$ cat config.mk
export PLATFORM = sky130hd
export DESIGN_NAME = sbc_divchain
export DESIGN_NICKNAME = d
export VERILOG_FILES = /design/src/rtl/sbc_pkg.sv /design/src/rtl/sbc_ratio_latch.sv /design/src/rtl/sbc_strobe_div.sv /design/src/rtl/sbc_divchain.sv
export SDC_FILE = /design/constraint.sdc
export NUM_CORES = 1
export LEC_CHECK = 0
export BUFFER_PORTS_ARGS = -buffer_cell sky130_fd_sc_hd__buf_2
export CORE_MARGIN = 1.5
export CORE_UTILIZATION = 45
export CTS_CLUSTER_DIAMETER = 30
export DETAILED_ROUTE_END_ITERATION = 12
export GPL_TIMING_DRIVEN = 1
export PLACE_DENSITY = 0.85
export RECOVER_POWER = 25
export SYNTH_ARGS = -nofsm -noshare
export SYNTH_HDL_FRONTEND = slang
export SYNTH_SLANG_ARGS = --single-unit
$ cat constraint.sdc
create_clock -name clk -period 3.6 [get_ports clk]
set_input_delay 0.18 -clock clk [delete_from_list [all_inputs] [get_ports clk]]
set_output_delay 0.18 -clock clk [all_outputs]
set_load 0.05 [all_outputs]
$ cat src/rtl/sbc_pkg.sv
package sbc_pkg;
  localparam int RW       = 4;   // ratio / counter width, holds ratios up to 8
  localparam int NSTG     = 4;   // number of derived clocks
  localparam int STG_BUS  = 0;
  localparam int STG_PER  = 1;
  localparam int STG_MEM  = 2;
  localparam int STG_STA  = 3;
  localparam int PER_RATIO = 2;

  // configuration field positions
  localparam int PWR_LSB     = 0;
  localparam int MEM_BIT_MID = 15;
  localparam int MEM_BIT_NEW = 31;
  localparam int STA_LEG_BIT = 11;
  localparam int STA_D_LSB   = 13;

  typedef enum logic [1:0] {
    VAR_OLD_A = 2'd0,
    VAR_OLD_B = 2'd1,
    VAR_MID   = 2'd2,
    VAR_NEW   = 2'd3
  } variant_e;

  typedef logic [RW-1:0] ratio_t;
endpackage

$ cat src/rtl/sbc_ratio_latch.sv
module sbc_ratio_latch
  import sbc_pkg::*;
#(
  parameter int REG_W = 32
) (
  input  logic                     clk,
  input  logic                     rst,
  input  logic [1:0]               var_sel,
  input  logic [REG_W-1:0]         pwr_word,
  input  logic [REG_W-1:0]         mem_word,
  input  logic [REG_W-1:0]         sta_word,
  output logic                     run,
  output logic [NSTG-1:0][RW-1:0]  rat
);
  logic [1:0] p_fld;
  ratio_t     d_bus, d_mem, d_sta;
  variant_e   vsel;

  assign vsel = variant_e'(var_sel);

  always_comb begin
    p_fld = pwr_word[PWR_LSB +: 2];
    // a field value of 3 would mean 5; clamp to the largest legal ratio
    d_bus = (p_fld == 2'd3) ? RW'(4) : (RW'(p_fld) + RW'(2));

    case (vsel)
      VAR_MID: d_mem = mem_word[MEM_BIT_MID] ? RW'(1) : RW'(2);
      VAR_NEW: d_mem = mem_word[MEM_BIT_NEW] ? RW'(1) : RW'(2);
      default: d_mem = RW'(2);
    endcase

    if (vsel == VAR_OLD_A)
      d_sta = sta_word[STA_LEG_BIT] ? RW'(5) : RW'(4);
    else
      d_sta = RW'(sta_word[STA_D_LSB +: 3]) + RW'(1);
  end

  always_ff @(posedge clk) begin
    if (rst) begin
      run <= 1'b0;
      rat <= '0;
    end else if (!run) begin
      run          <= 1'b1;
      rat[STG_BUS] <= d_bus;
      rat[STG_PER] <= RW'(PER_RATIO);
      rat[STG_MEM] <= d_mem;
      rat[STG_STA] <= d_sta;
    end
  end
endmodule

$ cat src/rtl/sbc_strobe_div.sv
module sbc_strobe_div #(
  parameter int W = 4
) (
  input  logic         clk,
  input  logic         rst,
  input  logic         run,
  input  logic         parent_en,
  input  logic [W-1:0] ratio,
  output logic         hit_stb
);
  logic [W-1:0] cnt;
  logic         at_end;

  assign at_end  = (cnt == (ratio - W'(1)));
  assign hit_stb = run & parent_en & at_end;

  always_ff @(posedge clk) begin
    if (rst || !run)
      cnt <= '0;
    else if (parent_en)
      cnt <= at_end ? '0 : (cnt + W'(1));
  end
endmodule

$ cat src/rtl/sbc_divchain.sv
module sbc_divchain
  import sbc_pkg::*;
#(
  parameter int REG_W = 32
) (
  input  logic             clk,
  input  logic             rst,
  input  logic             core_en,
  input  logic [1:0]       var_sel,
  input  logic [REG_W-1:0] pwr_word,
  input  logic [REG_W-1:0] mem_word,
  input  logic [REG_W-1:0] sta_word,
  output logic             bus_stb,
  output logic             per_stb,
  output logic             mem_stb,
  output logic             sta_stb
);
  logic                    run;
  logic [NSTG-1:0][RW-1:0] rat;
  logic [NSTG-1:0]         par;
  logic [NSTG-1:0]         st;

  sbc_ratio_latch #(.REG_W(REG_W)) u_lat (
    .clk      (clk),
    .rst      (rst),
    .var_sel  (var_sel),
    .pwr_word (pwr_word),
    .mem_word (mem_word),
    .sta_word (sta_word),
    .run      (run),
    .rat      (rat)
  );

  for (genvar i = 0; i < NSTG; i++) begin : g_stage
    if (i == STG_BUS) begin : g_root
      assign par[i] = core_en;
    end else if (i == STG_STA) begin : g_leaf
      assign par[i] = st[STG_PER];
    end else begin : g_mid
      assign par[i] = st[STG_BUS];
    end

    sbc_strobe_div #(.W(RW)) u_div (
      .clk       (clk),
      .rst       (rst),
      .run       (run),
      .parent_en (par[i]),
      .ratio     (rat[i]),
      .hit_stb   (st[i])
    );
  end

  always_ff @(posedge clk) begin
    if (rst) begin
      bus_stb <= 1'b0;
      per_stb <= 1'b0;
      mem_stb <= 1'b0;
      sta_stb <= 1'b0;
    end else begin
      bus_stb <= st[STG_BUS];
      per_stb <= st[STG_PER];
      mem_stb <= st[STG_MEM];
      sta_stb <= st[STG_STA];
    end
  end
endmodule

## Word level (Yosys, flattened, before mapping)

Cells that the tools add are included.

| word-level totals | value |
|---|---|
| register bits after elaboration | 34 |
| input bits | 101 |
| output and inout bits | 4 |
| logic and storage cells | 51 |

| operators by class | value |
|---|---|
| add/subtract/negate cells | 10 |
| equality and inequality tests | 7 |
| muxes and demuxes | 11 |
| bitwise gates (word level) | 7 |
| reductions and logical operators | 3 |

Operators by type and width:

| kind | number |
|---|---|
| 4-bit two-way mux | 6 |
| 4-bit by 1-bit adder with 4-bit output (second input constant) | 4 |
| 4-bit == test | 4 |
| 4-bit by 1-bit subtractor with 4-bit output (second input constant) | 3 |
| 4-bit one-hot mux with 2 select lines | 1 |
| 1-bit AND | 7 |
| 2-bit == test (second input constant) | 3 |
| 3-bit by 1-bit adder with 4-bit output (second input constant) | 1 |
| 2-bit two-way mux | 2 |
| 2-bit by 2-bit adder with 3-bit output (second input constant) | 1 |
| 2-bit by 1-bit subtractor with 3-bit output (second input constant) | 1 |
| 2-bit zero test | 1 |
| 1-bit two-way mux | 2 |
| 1-bit zero test | 1 |
| 1-bit logical OR | 1 |

## Longest topological paths before layout

Gate-level depths: netlist of the first run.

| depth | value |
|---|---|
| word-level depth | 7 |
| depth in mapped cells | 8 |
| depth with buffers taken out | 7 |

## Cells and area by module

Synthesis of the first run repeated with hierarchy kept, for this count alone.

| unflattened totals | value |
|---|---|
| cell total of the unflattened synthesis | 175 |
| area, all modules | 1701.6 µm² |

Modules (own cells, without submodules):

| module | times used | cells each | area an instance (µm²) | sequential area each (µm²) |
|---|---|---|---|---|
| sbc_strobe_div | 4 | 28 | 274.0 | 80.1 |
| sbc_ratio_latch | 1 | 55 | 500.5 | 220.2 |
| sbc_divchain | 1 | 8 | 105.1 | 80.1 |

## Worst setup path before layout of the first run

OpenSTA, ideal clock, no wires.

| timing path | value |
|---|---|
| kind | register -> register |
| start | register u_lat.rat[0] in the netlist's numbering |
| end | register g_stage[1].u_div.cnt[3] |
| data arrival time | 1919 ps |
| required time | 3529 ps |
| setup slack | 1610 ps |
| stages on the path, launching flop included | 8 |
| period minus slack after synthesis | 1990 ps |
| cell sequence | dfxtp_1 inv_1 ha_1 xnor2_1 nor3_1 nand3_4 or4b_1 a21oi_1 |

| on the way | value |
|---|---|
| longest elaborated chain between the ends | 3 |

RTL lines:

| item | line | RTL |
|---|---|---|
| start, declared | sbc_ratio_latch.sv:13 | `output logic [NSTG-1:0][RW-1:0] rat` |
| start signal, assigned by index | sbc_ratio_latch.sv:44 | `rat[STG_BUS] <= d_bus;` |
| start signal, assigned by index | sbc_ratio_latch.sv:45 | `rat[STG_PER] <= RW'(PER_RATIO);` |
| start signal, assigned by index | sbc_ratio_latch.sv:46 | `rat[STG_MEM] <= d_mem;` |
| 4-bit by 1-bit subtractor with 4-bit output | sbc_strobe_div.sv:14 | `assign at_end = (cnt == (ratio - W'(1)));` |
| 4-bit == test | sbc_strobe_div.sv:14 |  |
| 1-bit AND | sbc_strobe_div.sv:15 | `assign hit_stb = run & parent_en & at_end;` |
| end signal, assigned | sbc_strobe_div.sv:21 | `cnt <= at_end ? '0 : (cnt + W'(1));` |
| end, declared | sbc_strobe_div.sv:11 | `logic [W-1:0] cnt;` |

Every way passes these cells.
A chain may end at the register's enable or synchronous reset.

## Final worst setup path of the first run

| timing path | value |
|---|---|
| start | register u_lat.run |
| end | register g_stage[1].u_div.cnt[3] |

| on the way | value |
|---|---|
| longest elaborated chain between the ends | 2 |

RTL lines:

| item | line | RTL |
|---|---|---|
| start, declared | sbc_ratio_latch.sv:12 | `output logic run,` |
| start signal, assigned | sbc_ratio_latch.sv:40 | `run <= 1'b0;` |
| start signal, assigned | sbc_ratio_latch.sv:43 | `run <= 1'b1;` |
| 1-bit AND or 1-bit zero test (tied branches) | sbc_strobe_div.sv:15, sbc_strobe_div.sv:18 |  |
| 1-bit AND or 1-bit logical OR (tied branches) | sbc_strobe_div.sv:15, sbc_strobe_div.sv:18 |  |

Parallel ways exist; a longest one is shown, timed or not.

==> summary.txt, run 1 <==
STA
  • Tcrit/Tclk final: 62.9%
  • Unrepaired setup endpoints after global routing: false
  • Final hold violations: 0
  • Layout Skew: roughly 0.0051 ns
  • Fin. max-slew vios: 0
  • Final setup fails: 0
  • Final WS setup: around 1.3 ns
  • TNS Setup: 0 ns
  • Min Tclk post-route: roughly 2.3 ns
  • Relative slew margins: a little under three fifths
  • Worst hold slack: about 0.079 ns
  • Max Freq: about 0.44 GHz
  • Slew @ Worst Pin: about 0.67 ns

Logic synthesis
  • Synthesized area per cell: 8.70 um^2
  • Synthesized area: around 0.0016 mm^2
  • Synth async-reset ratio: 0%
  • Cell taking the most area after synthesis: dfxtp_1
  • Syn Nets: about 290
  • Gate Count Post-Synth: between 150 and 200
  • Top-count cell post-synth: dfxtp_1
  • Post-synth top area share: roughly two fifths
  • Largest cells by area after synthesis: dfxtp_1 39%, a21oi_1 6.5%, ha_1 6.2%
  • Synth Register Bits: 31
  • Most frequent cells after synthesis: 31 x dfxtp_1, 21 x a21oi_1, 17 x nor2_1, 16 x nand2_1, 10 x inv_1
  • Sequential area share after synthesis: 38.6%
  • Yosys Warn Count: 0
  • Yosys cell types: 41
  • Synth Flop Type: dfxtp_1
  • Post-synth EDFFs: 0

Power
  • Gate power share: around 11%
  • Reg power frac: around 54%
  • Clock Power Share: about a third
  • LEAKAGE: around 0.7 nW
  • Switching power share of the total: about a quarter
  • Internal power: roughly 0.50 mW
  • Peak supply drop: roughly 220 uV
  • Pwr/cell area: between 300 and 400 mW/mm^2
  • Switch Pwr: 0.165 mW
  • Tot Pwr: around 0.66 mW

Finish
  • N_diodes: 0
  • Final nets: ~310
  • Final Util: a little over half
  • Final instance area: between 0.0015 and 0.002 mm^2
  • Area Growth Syn to Fin: 10.7%
  • Non-filler instance count after layout: about 250
  • Layout cell share with drive strength beyond 1: a little under an eighth

Clocking
  • # Post-CTS Setup Buffers: 0
  • Clock slew at reported path FFs: about 0.10 ns
  • Total CTS buffers: 5
  • H-tree levels: 2
  • CTS tree: built
  • Clk root buf: clkbuf_4
  • Cts hold-fix bufs: 0
  • Post-cts repair resize count: 0
  • Max Root-Sink Buffers: 2
  • Clock sinks: 31
  • Clk_lat worst skew: 0.32 ns

Die
  • Row count: 21
  • Starting Density: a little under half
  • Number of top-level pins: between 100 and 150
  • Core ar.: 0.00339 mm^2
  • Die Wd: 62.8 um
  • Die height: between 60 and 70 um
  • Total Die Area: between 0.003 and 0.004 mm^2

Route
  • Wire length per cell: approximately 13 um
  • DRC: 0
  • Final ANT Viol Nets: 0
  • Drt via density: approximately 5.4
  • Drt first pass iters: 4
  • Vias: between 1,000 and 1,500
  • 1st-iter DRT viols: 33
  • DRT Wirelength: roughly 3.1 mm

Outcome
  • Status: complete, no violations

Global route
  • Vias in the first global route: 1,236
  • Final global-route overflow total: 0
  • Initial antenna violation count: 0
  • GRT Overall Usage: between 10% and 20%
  • Largest net degree at the start of global routing: 21
  • First-pass GRT wire length: ~5.2 mm

Place
  • Setup WS pre-CTS: about 1.3 ns
  • Placed Cells: roughly 240
  • DP HPWL: approximately 2.2 mm
  • IO buf count: 16
  • Placer Congestion: 0.770
  • Placed cell areas: 0.00172 mm^2

Min path
  • Hold Crit Class: input port to register

Flow run
  • Max cap viols: 0

Worst setup path
  • CP max FO: 20
  • Crit path kind: register to register
  • CP Launch Type: register
  • Crit. End Element: register
  • Crit path DAT: around 2.5 ns
  • CP Data Required Time: between 3 and 4 ns
==> layer usage <==
metal,share of wire (%),up-vias,GRT usage (%)
met3,4.7,4,5.23
met4,1.1,0,7.78
li1,-,691,-
met2,48,30,26.7
met5,0,-,0
met1,46,611,19.8
==> path summary, 6_finish.rpt <==
kind | depth (start not counted) | startpoint | slack, ns | endpoint
worst max register to register | 5 | u_lat.run$_DFF_P_ | 1.34 | g_stage[1].u_div.cnt[3]$_SDFFE_PP0P_
worst min register to register | 2 | u_lat.rat[5]$_SDFFE_PP0N_ | 0.47 | u_lat.rat[5]$_SDFFE_PP0N_
worst min-delay path | 3 | pwr_word[0] | 0.08 | u_lat.rat[0]$_SDFFE_PP0N_
worst max-delay path | 5 | u_lat.run$_DFF_P_ | 1.34 | g_stage[1].u_div.cnt[3]$_SDFFE_PP0P_
==> layout make-up <==
cell class / count / area, um^2
Fill cell: 326 / 1610
Multi-Input combinational cell: 137 / 916
Sequential cell: 31 / 621
Timing Repair Buffer: 17 / 81.3
Clock buffer: 8 / 68.8
Tap cell: 46 / 57.6
Inverter: 10 / 37.5
==> cell usage in the layout (no fill, tap or decap), types with 2 or more instances in the layout <==
master / synthesis / routed
a211oi_1: 4 / 4
a21oi_1: 21 / 21
and4b_1: 2 / 2
buf_2: 1 / 11
clkbuf_1: 4 / 6
clkbuf_4: 0 / 5
clkbuf_8: 0 / 2
dfxtp_1: 31 / 31
ha_1: 8 / 8
inv_1: 10 / 10
nand2_1: 16 / 16
nand3_1: 9 / 9
nand3b_1: 3 / 3
nor2_1: 17 / 17
nor2b_1: 3 / 3
nor3_1: 8 / 8
nor3b_1: 3 / 3
nor4_1: 2 / 2
o21ai_0: 5 / 5
o2bb2ai_1: 2 / 2
o31ai_1: 2 / 2
or2_2: 2 / 2
or3_1: 2 / 2
xnor2_1: 5 / 5
xor2_1: 6 / 6
xor3_1: 2 / 2
==> sequential cells by signal (all words and copies together) (netlist names) <==
name	cells
bus_stb	1
u_lat.rat	10
g_stage.u_div.cnt	16
u_lat.run	1
per_stb	1
sta_stb	1
mem_stb	1
==> critical path, cell delays in order (launching register included) <==
cell and delay, ns:
dfxtp_1 0.76, nand2_1 0.11, nor3_1 0.39, nand3_4 0.25, or4b_1 0.55, a21oi_1 0.14
==> kinds of logic (layout without fill, tap and decap cells) <==
| family | Yosys count | count (layout) | synth area share, % |
|---|---|---|---|
| AOI/OAI and AO/OA | 42 | 42 | 16.9 |
| and+or+nand+nor | 73 | 73 | 24.3 |
| muxes | 1 | 1 | 0.622 |
| adders and majority gates | 8 | 8 | 6.22 |
| buffers and inverters | 17 | 35 | 4.51 |
| xor gates and xnor gates | 13 | 13 | 8.94 |
| DFF | 31 | 31 | 38.6 |
==> power groups by stage <==
stage	logic, mW	clock network, mW	registers [mW]
2_1_floorplan	0.0595	0	0.363
3_3_place_gp	0.0719	0	0.367
3_5_place_dp	0.0740	0	0.367
4_1_cts	0.0749	0.236	0.359
5_1_grt	0.0833	0.256	0.361
6_report	0.0744	0.231	0.360
No activity file was read; power rests on OpenSTA's default activity.
==> inputs of run 2 (changes only) <==
CORE_UTILIZATION = 42   (was 45)
PLACE_DENSITY = 0.8   (was 0.85)
clock period = 2.1 ns   (was 3.6 ns; I/O delays follow)
==> run 2 against run 1 <==
  * Hold slack got worse by 0.016 ns
  * Cell count rose by 2.4%
  * Count of clock-buffer cells in the layout fell by 2
==> summary.txt, run 2 (synthesis gave the netlist of run 1 again) <==
Outcome
  • Status: complete, no violations

Die
  • Starting Density: between 40% and 50%
  • Number of top-level pins: approximately 110
  • Die height: about 65 um
  • Core ar.: about 0.0037 mm^2
  • Row count: 22
  • Total Die Area: about 0.0042 mm^2
  • Die Wd: 64.9 um

Worst setup path
  • CP Data Required Time: between 2 and 2.5 ns
  • Critical path's largest stage delay: 0.51 ns
  • Crit path DAT: 2.16 ns
  • Sum of buffers and inverters on the critical path: 1
  • Start of the worst register-to-register path: u_lat.rat[0]$_SDFFE_PP0N_
  • Crit path kind: register to register
  • CP Cell Sequence: buf_4, or3_1, o22ai_4, nand3_4, or4b_1, a21oi_1
  • CP Depth: 6
  • R2R depth: 6
  • CP Launch Type: register
  • Reg-to-reg endpoint: g_stage[1].u_div.cnt[3]$_SDFFE_PP0P_
  • R2r setup slk: 0.15 ns
  • CP max FO: 6
  • Crit. End Element: register
  • CP top delay family: simple AND/OR/NAND/NOR gates
  • CP max-delay cell: or4b_1

STA
  • Final hold violations: 0
  • Max Freq: slightly above 0.5 GHz
  • Min Tclk post-route: a little under 2 ns
  • Fin. max-slew vios: 0
  • Final setup fails: 0
  • Tcrit/Tclk final: between 90 and 100%
  • TNS Setup: 0 ns
  • Worst hold slack: 0.0634 ns
  • Relative slew margins: a little over 60%
  • Unrepaired setup endpoints after global routing: false
  • Slew @ Worst Pin: a little under 0.6 ns
  • Layout Skew: roughly 0.0055 ns

Power
  • LEAKAGE: approximately 0.73 nW
  • Pwr/cell area: about 650 mW/mm^2
  • Peak supply drop: between 400 and 500 uV
  • Tot Pwr: 1.22 mW

Clocking
  • Cts hold-fix bufs: 0
  • Total CTS buffers: 5
  • H-tree levels: 2
  • Clk_lat worst skew: 0.28 ns
  • Clock sinks: 31
  • Max Root-Sink Buffers: 2
  • Clock slew at reported path FFs: about 0.06 ns
  • # Post-CTS Setup Buffers: 0
  • Clk root buf: clkbuf_8
  • CTS tree: built

Route
  • 1st-iter DRT viols: 75
  • Drt via density: 5.37
  • Wire length per cell: approximately 12 um
  • Drt first pass iters: 4
  • Vias: 1,369
  • Final ANT Viol Nets: 0
  • DRC: 0
  • DRT Wirelength: 3.07 mm

Finish
  • Biggest regs: g_stage.u_div.cnt: 16 flops, u_lat.rat: 10 flops
  • Layout cell share with drive strength beyond 1: 15.5%
  • Area Growth Syn to Fin: 16.3%
  • Final nets: between 300 and 400
  • Top reg by flops: g_stage.u_div.cnt
  • Commonest non-fill, non-tap cell in the layout: dfxtp_1
  • Commonest non-fill, non-tap cells in the layout: 31 x dfxtp_1, 21 x a21oi_1, 17 x nor2_1, 16 x nand2_1, 12 x buf_2
  • N_diodes: 0
  • Max FFs per register: 16

Flow run
  • Max cap viols: 0

Place
  • IO buf count: 16
  • DP HPWL: roughly 2.2 mm
  • Placer Congestion: between 0.8 and 0.9

Min path
  • WHS Endpoint: u_lat.rat[0]$_SDFFE_PP0N_
  • Worst hold start: pwr_word[0]
  • Hold Crit Class: input port to register
  • Worst hold stages: 3

Global route
  • GRT Overall Usage: between 10% and 20%
  • Final global-route overflow total: 0
  • First-pass GRT wire length: roughly 5.3 mm
  • Initial antenna violation count: 0
  • Vias in the first global route: about 1,300
  • Largest net degree at the start of global routing: 20
run 2: worst max path at each step:
stage / slack (ns) / end / start
2_1_floorplan: 0.11 / g_stage[1].u_div.cnt[3]$_SDFFE_PP0P_ / u_lat.rat[0]$_SDFFE_PP0N_
3_3_place_gp: 0.15 / g_stage[2].u_div.cnt[1]$_SDFFE_PP0P_ / u_lat.rat[0]$_SDFFE_PP0N_
3_5_place_dp: 0.12 / g_stage[2].u_div.cnt[1]$_SDFFE_PP0P_ / u_lat.rat[0]$_SDFFE_PP0N_
4_1_cts: 0.1 / g_stage[2].u_div.cnt[1]$_SDFFE_PP0P_ / u_lat.rat[0]$_SDFFE_PP0N_
5_1_grt: 0.06 / g_stage[1].u_div.cnt[3]$_SDFFE_PP0P_ / u_lat.rat[0]$_SDFFE_PP0N_
6_report: 0.15 / g_stage[1].u_div.cnt[3]$_SDFFE_PP0P_ / u_lat.rat[0]$_SDFFE_PP0N_
run 2: area by class of cell:
type,count,area [um^2]
flip-flops and latches,31,621
repair buffers,22,124
inverters,10,37.5
clock inverters,1,5.00
fillers,353,1790
well taps,48,60.1
multi-input cells,137,941
clock buffers,6,82.6
run 2: layer usage:
layer | track usage, % | up-vias | part of all wire [%]
li1 | - | 701 | -
met4 | 9.31 | 0 | 2.6
met5 | 0 | - | 0
met3 | 4.34 | 9 | 4.1
met1 | 18.8 | 630 | 46
met2 | 27.8 | 29 | 47
run 2: report_power, final:
part | internal [mW] | leakage [nW] | switching [mW]
clock | 0.256 | 0.0470 | 0.206
combinational | 0.0662 | 0.433 | 0.0763
sequential | 0.602 | 0.252 | 0.0101
run 2: what timing repair did:
action                                 CTS  global route
gates resized for setup                  0             4
endpoints found under the hold margin    0             0
setup endpoints to repair                0             3
run 2: through the flow:
step | area [um^2] | utilization [%] | setup slack [ns] | cells
4_1_cts | 1850 | 50.4 | 0.0992 | 255
3_5_place_dp | 1760 | 48.1 | 0.118 | 248
6_report | 1870 | 51.1 | 0.149 | 255
3_3_place_gp | 1760 | 48.1 | 0.152 | 248
2_1_floorplan | 1610 | - | 0.110 | 185
5_1_grt | 1870 | 51.1 | 0.0605 | 255
run 2: worst reg2reg max path: stages, from the launching register on:
cell and delay [ns]:
dfxtp_1 0.30, buf_4 0.14, or3_1 0.40, o22ai_4 0.26, nand3_4 0.13, or4b_1 0.51, a21oi_1 0.14
==> inputs of run 3 (changes only) <==
CORE_UTILIZATION = 38   (was 42)
PLACE_DENSITY = 0.76   (was 0.8)
clock period = 1.7 ns   (was 2.1 ns; I/O delays follow)
==> run 3 against run 2 <==
  * The flow now finishes with violations (negative setup slack)
  * Non-clock buffer count increased by 16
  * Cell count increased by 7.5%
  * Critical endpoint unchanged
  * Die area increased by 10%
  * Clock skew increased by 0.0023 ns
  * First-iteration DRC count decreased by 24%
  * Routed wire length increased by 18%
==> summary.txt, run 3 (synthesis gave the netlist of run 1 again) <==
Outcome
  • Status: finished, violations left
  • Violated checks: negative setup slack

Global route
  • First-pass GRT wire length: just over 6 mm
  • GRT Overall Usage: 17.9%
  • Largest net degree at the start of global routing: 20
  • Initial antenna violation count: 0
  • Final global-route overflow total: 0
  • Vias in the first global route: between 1,000 and 1,500

Finish
  • Non-filler instance count after layout: approximately 270
  • Commonest non-fill, non-tap cells in the layout: 27 x dfxtp_1, 20 x buf_4, 19 x a21oi_1, 16 x nor2_1
  • Top reg by flops: g_stage.u_div.cnt
  • Final Util: between 50% and 60%
  • Commonest non-fill, non-tap cell in the layout: dfxtp_1
  • Layout cell share with drive strength beyond 1: between 30 and 40%
  • N_diodes: 0
  • Final nets: around 330
  • Biggest regs: g_stage.u_div.cnt: 16 flops, u_lat.rat: 10 flops
  • Max FFs per register: 16
  • Area Growth Syn to Fin: 29.9%
  • Fill count: between 300 and 400

Power
  • Switching power share of the total: about 25%
  • Gate power share: roughly 14%
  • Switch Pwr: just over 0.4 mW
  • Pwr/cell area: just under 800 mW/mm^2
  • Internal power: roughly 1.2 mW
  • Reg power frac: between 40% and 50%
  • LEAKAGE: between 0.8 and 0.9 nW
  • Tot Pwr: about 1.6 mW
  • Clock Power Share: between 30% and 40%
  • Peak supply drop: 484 uV

Place
  • DP HPWL: approximately 2.4 mm
  • Placed Cells: between 200 and 300
  • IO buf count: 16
  • Placer Congestion: 0.804

STA
  • Min Tclk post-route: around 1.8 ns
  • Final WS setup: -0.110 ns
  • Layout Skew: slightly below 0.008 ns
  • Final setup fails: 10
  • Unrepaired setup endpoints after global routing: true
  • TNS Setup: -0.524 ns
  • Final hold violations: 0
  • Fin. max-slew vios: 0
  • Tcrit/Tclk final: 106%
  • Max Freq: 0.552 GHz
  • Relative slew margins: 62.6%
  • Slew @ Worst Pin: approximately 0.56 ns

Route
  • DRT Wirelength: ~3.6 mm
  • 1st-iter DRT viols: 57
  • Final ANT Viol Nets: 0
  • Wire length per cell: about 13 um
  • Drt first pass iters: 4
  • Drt via density: between 5 and 6
  • DRC: 0
  • Vias: 1,429

Worst setup path
  • Crit path DAT: around 2.0 ns
  • CP Launch Type: register
  • CP max FO: 8
  • CP max-delay cell: or4b_1
  • Crit path kind: register to register
  • CP Cell Sequence: inv_2, ha_4, xnor2_4, nor3_4, nand3_4, or4b_1, a21oi_1
  • Critical path's largest stage delay: 0.48 ns
  • CP Data Required Time: 1.92 ns
  • CP top delay family: simple AND/OR/NAND/NOR gates
  • Crit. End Element: register
  • Sum of buffers and inverters on the critical path: 1

Min path
  • Hold Crit Class: input port to register

Clocking
  • CTS tree: built
  • Max Root-Sink Buffers: 2
  • Clock sinks: 31
  • Clk root buf: clkbuf_8
  • Clock slew at reported path FFs: 0.07 ns
  • H-tree levels: 2
  • Total CTS buffers: 5
  • Clk_lat worst skew: 0.29 ns

Die
  • Number of top-level pins: 105
  • Die Wd: 68.1 um
  • Row count: 23
  • Die height: between 60 and 70 um
  • Starting Density: 39.9%
  • Total Die Area: roughly 0.0046 mm^2
  • Core ar.: just over 0.004 mm^2

Flow run
  • Max cap viols: 0
==> run 3: cell count changes in the layout (fill, tap and decap cells not counted), moves of 3 or more <==
cell	delta
buf_4	+15
buf_2	+3
nor3_1	-3
dfxtp_1	-4
dfxtp_2	+4
clkbuf_1	-3
==> run 3: final timing paths <==
path / from / to / slack [ns] / depth (start not counted)
setup / recovery: u_lat.rat[0]$_SDFFE_PP0N_ / g_stage[1].u_div.cnt[3]$_SDFFE_PP0P_ / -0.11 / 7
hold / removal: pwr_word[0] / u_lat.rat[0]$_SDFFE_PP0N_ / 0.03 / 3
setup reg to reg: u_lat.rat[0]$_SDFFE_PP0N_ / g_stage[1].u_div.cnt[3]$_SDFFE_PP0P_ / -0.11 / 7
hold reg to reg: u_lat.rat[5]$_SDFFE_PP0N_ / u_lat.rat[5]$_SDFFE_PP0N_ / 0.47 / 2
==> run 3: area by class of cell <==
type | instances | area [um^2] | area share [%]
Multi-Input combinational cell | 137 | 1010 | 48.3
Clock buffer | 7 | 96.3 | 4.61
Timing Repair Buffer | 38 | 251 | 12.0
Inverter | 10 | 37.5 | 1.80
Clock inverter | 1 | 7.51 | 0.359
Sequential cell | 31 | 626 | 29.9
Tap cell | 50 | 62.6 | 2.99
==> run 3: routing by layer <==
metal	wire length, um	up-vias	GRT usage [%]
met1	1650	657	21.3
met5	0	-	0
met2	1750	30	29.7
li1	-	733	-
met4	90	0	9.00
met3	127	9	4.44
==> run 3: repair_timing <==
item | in CTS | in global routing
setup endpoints to repair | 16 | 19
hold buffers | 0 | 0
setup buffers | 4 | 1
pin swaps | 6 | 4
hold endpoints to repair | 0 | 0
gates resized for setup | 11 | 9
gates cloned | 0 | 0
==> run 3: tightest hold or removal path, stage by stage <==
cell and delay (ns):
buf_2 0.08, a22oi_1 0.05, nor2_1 0.08
==> run 3: metrics by stage <==
| step | setup slack [ns] | hold slack (ns) | area [um^2] |
|---|---|---|---|
| floorplan | -0.0447 | 0.160 | 1640 |
| global placement | -0.0930 | 0.331 | 1870 |
| detailed placement | -0.175 | 0.335 | 1870 |
| CTS | -0.112 | 0.0371 | 2060 |
| global route | -0.179 | 0.0412 | 2090 |
| finish | -0.110 | 0.0311 | 2090 |
==> run 3: power by group through the flow <==
stage	sequential [mW]	clock (mW)	combinational [mW]
after floorplan	0.770	0	0.134
after global placement	0.771	0	0.195
after detailed placement	0.771	0	0.200
after CTS	0.756	0.661	0.216
after global routing	0.758	0.695	0.245
final	0.756	0.647	0.225
